$ cat src/rtl/rxfr_pkg.sv
package rxfr_pkg;

    typedef enum logic {
        CH_A = 1'b0,
        CH_B = 1'b1
    } rx_chan_e;

    typedef struct packed {
        logic chan_hit;
        logic id_hit;
        logic cyc_hit;
    } hit_vec_t;

    typedef struct packed {
        logic valid;
        logic accept;
    } decision_t;

    // Pattern hit needs every sub-filter; overrides refuse on their own.
    function automatic logic is_refused(hit_vec_t h,
                                        logic st_en, logic st,
                                        logic nu_en, logic nu);
        logic pat;
        pat = h.chan_hit & h.id_hit & h.cyc_hit;
        return pat | (st_en & st) | (nu_en & nu);
    endfunction

endpackage

$ cat src/rtl/rxfr_id_cmp.sv
module rxfr_id_cmp #(
    parameter int ID_W = 11
) (
    input  logic [ID_W-1:0] id_in,
    input  logic [ID_W-1:0] pat,
    input  logic [ID_W-1:0] dont_care,
    output logic            hit
);
    logic [ID_W-1:0] bit_ok;

    for (genvar i = 0; i < ID_W; i++) begin : g_bit
        assign bit_ok[i] = dont_care[i] | ~(id_in[i] ^ pat[i]);
    end

    assign hit = &bit_ok;
endmodule

$ cat src/rtl/rxfr_cyc_cmp.sv
module rxfr_cyc_cmp #(
    parameter int CYC_W = 6,
    parameter int EXP_W = $clog2(CYC_W + 1)
) (
    input  logic [CYC_W-1:0] cyc,
    input  logic [CYC_W-1:0] base,
    input  logic [EXP_W-1:0] rep_exp,
    output logic             hit
);
    localparam logic [EXP_W-1:0] EXP_MAX = EXP_W'(CYC_W);

    logic [EXP_W-1:0] exp_c;
    logic [CYC_W-1:0] keep;

    always_comb begin
        exp_c = (rep_exp > EXP_MAX) ? EXP_MAX : rep_exp;
    end

    // Low exp_c bits form the residue modulo 2^exp_c.
    for (genvar i = 0; i < CYC_W; i++) begin : g_keep
        assign keep[i] = (exp_c > EXP_W'(i));
    end

    // Full-width base compare: base bits above the residue must be zero.
    assign hit = ((cyc & keep) == base);
endmodule

$ cat src/rtl/rxfifo_reject_filter.sv
module rxfifo_reject_filter
    import rxfr_pkg::*;
#(
    parameter int ID_W  = 11,
    parameter int CYC_W = 6,
    parameter int EXP_W = $clog2(CYC_W + 1)
) (
    input  logic             clk,
    input  logic             rst,
    input  logic [1:0]       cfg_pat_chan,
    input  logic [ID_W-1:0]  cfg_pat_id,
    input  logic [ID_W-1:0]  cfg_id_mask,
    input  logic [CYC_W-1:0] cfg_cyc_base,
    input  logic [EXP_W-1:0] cfg_cyc_exp,
    input  logic             cfg_rej_static,
    input  logic             cfg_rej_null,
    input  logic             frm_valid,
    input  logic             frm_chan,
    input  logic [ID_W-1:0]  frm_id,
    input  logic [CYC_W-1:0] frm_cyc,
    input  logic             frm_static,
    input  logic             frm_null,
    output logic             dec_valid,
    output logic             dec_accept
);
    hit_vec_t  hits;
    rx_chan_e  chan;
    decision_t dec_d, dec_q;
    logic      id_hit, cyc_hit;

    assign chan = rx_chan_e'(frm_chan);

    rxfr_id_cmp #(.ID_W(ID_W)) u_id (
        .id_in     (frm_id),
        .pat       (cfg_pat_id),
        .dont_care (cfg_id_mask),
        .hit       (id_hit)
    );

    rxfr_cyc_cmp #(.CYC_W(CYC_W), .EXP_W(EXP_W)) u_cyc (
        .cyc     (frm_cyc),
        .base    (cfg_cyc_base),
        .rep_exp (cfg_cyc_exp),
        .hit     (cyc_hit)
    );

    always_comb begin
        hits.chan_hit = (chan == CH_B) ? cfg_pat_chan[1] : cfg_pat_chan[0];
        hits.id_hit   = id_hit;
        hits.cyc_hit  = cyc_hit;
        dec_d.valid   = frm_valid;
        dec_d.accept  = frm_valid & ~is_refused(hits, cfg_rej_static, frm_static,
                                                cfg_rej_null, frm_null);
    end

    always_ff @(posedge clk) begin
        if (rst) begin
            dec_q <= '0;
        end else begin
            dec_q <= dec_d;
        end
    end

    assign dec_valid  = dec_q.valid;
    assign dec_accept = dec_q.accept;
endmodule

$ cat config.mk
export PLATFORM = sky130hd
export DESIGN_NAME = rxfifo_reject_filter
export DESIGN_NICKNAME = d
export VERILOG_FILES = /design/src/rtl/rxfr_pkg.sv /design/src/rtl/rxfr_id_cmp.sv /design/src/rtl/rxfr_cyc_cmp.sv /design/src/rtl/rxfifo_reject_filter.sv
export SDC_FILE = /design/constraint.sdc
export NUM_CORES = 1
export LEC_CHECK = 0
export ABC_CLOCK_PERIOD_IN_PS = 1000
export BUFFER_PORTS_ARGS = -buffer_cell sky130_fd_sc_hd__buf_2
export CAP_MARGIN = 40
export CORE_UTILIZATION = 24
export CTS_CLUSTER_SIZE = 12
export DETAILED_ROUTE_END_ITERATION = 6
export MAX_ROUTING_LAYER = met4
export PLACE_DENSITY = 0.77
export SYNTH_ARGS = -nofsm -noshare
export SYNTH_HDL_FRONTEND = slang
export SYNTH_SLANG_ARGS = --single-unit
$ cat constraint.sdc
create_clock -name clk -period 1 [get_ports clk]
set_clock_uncertainty 0.1 [all_clocks]
set_input_delay 0.1 -clock clk [delete_from_list [all_inputs] [get_ports clk]]
set_output_delay 0.1 -clock clk [all_outputs]
set_load 0.01 [all_outputs]
==> summary.txt <==
Run status
  • Outcome: complete, but fails checks
  • Failing checks: setup timing

Setup path
  • Req. time, crit path: 0.99 ns
  • Critical path class: input port to register
  • Crit path max fanout: 1
  • Worst endpoint data arrival time: 1.03 ns
  • Element type at the critical path end: register
  • Setup crit end: dec_accept
  • CP max stage delay: 0.38 ns
  • Worst path cell trace: buf_2, xnor2_1, o2111ai_2, a2111oi_2, a21oi_1
  • Critical Path Slowest Stage Cell: a2111oi_2
  • CP Launch Type: input port
  • CP startpoint: frm_cyc[3]

GRT
  • Gr usage total: roughly 14%
  • Vias in the first global route: approximately 500
  • Grt total ovfl: 0
  • Global-route wire length before repair: 1610 µm
  • Largest net degree at the start of global routing: 7
  • Initial antenna violation count: 0

Clocking
  • CTS buffer count: 3
  • Clock slew at reported path FFs: 0.03 ns
  • H-tree lvl count: 1
  • TritonCTS clock tree: done
  • CTS Sinks: 2
  • CTS max path bufs: 2
  • Root Driver: clkbuf_4

Timing
  • Count of final setup violators: 1
  • Worst-margin pin slew: 0.284 ns
  • Final hold vios: 0
  • PnR worst setup slack: -0.0409 ns
  • Final worst path period need: 1.04 ns
  • RSZ-0062 raised after global routing: true
  • Sum Neg Setup Slack: -0.0409 ns
  • Peak Freq: 961 MHz
  • Crit share post-route: 104%
  • Final Max Slew Viols: 0
  • Slew headroom: between 80 and 90%

Finish
  • Final layout net count: 173
  • # diodes: 0
  • Layout area overhead: 120%
  • Final instance area: 808 µm²
  • Cell Count, Final, Fillers Out: 128
  • Util after Layout: 59.2%
  • Layout cell share with drive strength beyond 1: 66.4%

Placement
  • Port buffer count: 59
  • Hpwl dp: 1080 µm
  • Placed cell count: 122
  • Placed Area: 697 µm²
  • Gpl congestion: 0.690

Die
  • Cell Rows: 13
  • # IOs: 60
  • Effective utilization at floorplan: 26.9%
  • Die ar.: between 0.0015 and 0.002 mm²
  • Die Span Y: around 41 µm
  • Die Width: between 40 and 50 µm
  • Total core area: 0.00137 mm²

Route
  • Post-DRT Antenna Nets: 0
  • Post-Route WL: 1300 µm
  • Wire per inst: 10.2 µm
  • Routed vias/inst: 4.71
  • DR vias: around 600
  • DRC violations left: 0
  • First-pass iteration count of the detailed router: 2
  • Number of DRC markers in iteration 0: 2

Synth
  • Netlist Area Pre-Place: 368 µm²
  • Yosys warns: 0
  • Top cell type by total area after synthesis: xnor2_1
  • Ranking of synthesized cells by area: xnor2_1, dfxtp_1, o31ai_4, o22ai_1, o221ai_1
  • Synthesized instance count: 46
  • Sequential area share after synthesis: 10.9%
  • Synth unique cells: 21
  • Synth top area share: 31.0%
  • Flops & latches, synth: 2
  • Average size of a mapped cell: 8.00 µm²
  • Synthesized Nets: around 100

Power
  • PD cells: 696 mW/mm²
  • Total power: 0.000563 W
  • Peak supply drop: 0.000384 V
  • Leakage: roughly 0.40 nW

Job
  • MaxCap Viol Count: 0

Min path
  • Min-delay src: rst
  • Worst Hold Depth: 4
  • Min-delay worst type: input port to register
how the worst min path moves through the flow:
stage	to	slack, ns
global route	dec_accept	0.08
floorplan	dec_valid	0.08
CTS	dec_accept	0.04
detailed placement	dec_valid	0.17
global placement	dec_valid	0.17
finish	dec_accept	0.04
state kept, by name, indices dropped and copies added (netlist names):
| register | count |
|---|---|
| dec_accept | 1 |
| dec_valid | 1 |
power by group:
part | total (W) | internal [W] | switching (W)
Sequential | 0.0000854 | 0.0000846 | 0.000000822
Clock | 0.000175 | 0.000132 | 0.0000430
Combinational | 0.000302 | 0.000184 | 0.000118
per-layer routing:
layer	track usage [%]	share of wire [%]	up-vias
met3	1.63	8.5	0
met1	13.1	34	262
li1	-	-	310
met2	29.7	57	31
met5	-	0	-
met4	4.84	0	0
what timing repair did:
action                     in CTS  in global routing
hold endpoints to repair        1                  0
setup endpoints to repair       1                  1
resized for setup              10                  4
pin swaps                       7                  3
hold buffers                    1                  0
setup buffers                   1                  1
cells by family (layout without fill, tap and decap cells):
group	Yosys count	count (layout)	share of synthesized area (%)
DFF	2	2	10.9
xor gates and xnor gates	14	14	33.3
AOI/OAI and AO/OA	16	16	35.4
muxes	1	1	3.06
buffers and inverters	3	70	3.06
and+or+nand+nor	10	10	14.3
final cells by class:
class | count | area, µm²
Clock buffer | 3 | 22.5
Fill cell | 131 | 558
Inverter | 3 | 11.3
Multi-Input combinational cell | 41 | 354
Sequential cell | 2 | 40.0
Tap cell | 15 | 18.8
Timing Repair Buffer | 64 | 362
metrics by stage:
step	hold WS, ns	setup WS [ns]
6_report	0.0443	-0.0409
5_1_grt	0.0835	-0.129
4_1_cts	0.0447	-0.0136
3_5_place_dp	0.171	-0.291
3_3_place_gp	0.171	-0.270
2_1_floorplan	0.0833	-0.0634
worst max-delay path: cells and delay by family:
kind / cells / cell delay (ns)
xor gates and xnor gates: 1 / 0.19
AOI/OAI and AO/OA: 3 / 0.63
buffers and inverters: 1 / 0.10
cells in the mapped netlist:
cell / number
xnor2_1: 13
a21oi_1: 3
inv_1: 3
nand2_1: 3
o22ai_1: 3
dfxtp_1: 2
nand4_1: 2
nor2b_1: 2
o21ai_0: 2
o221ai_1: 2
a2111oi_2: 1
a22oi_1: 1
mux2_2: 1
nand3_1: 1
nor3_1: 1
nor4_1: 1
o2111ai_1: 1
o211ai_1: 1
o22a_1: 1
o31ai_4: 1
xor2_1: 1
cells in the final DEF, fill, tap and decap left out, types with 2 or more instances in the layout:
master,instances
nand2_1,3
nand4_1,2
clkbuf_4,3
o22ai_1,3
buf_2,56
buf_4,4
xnor2_1,12
a21oi_1,2
buf_8,2
dfxtp_1,2
inv_1,3
o21ai_0,2
(Power assumes the default switching activity.)
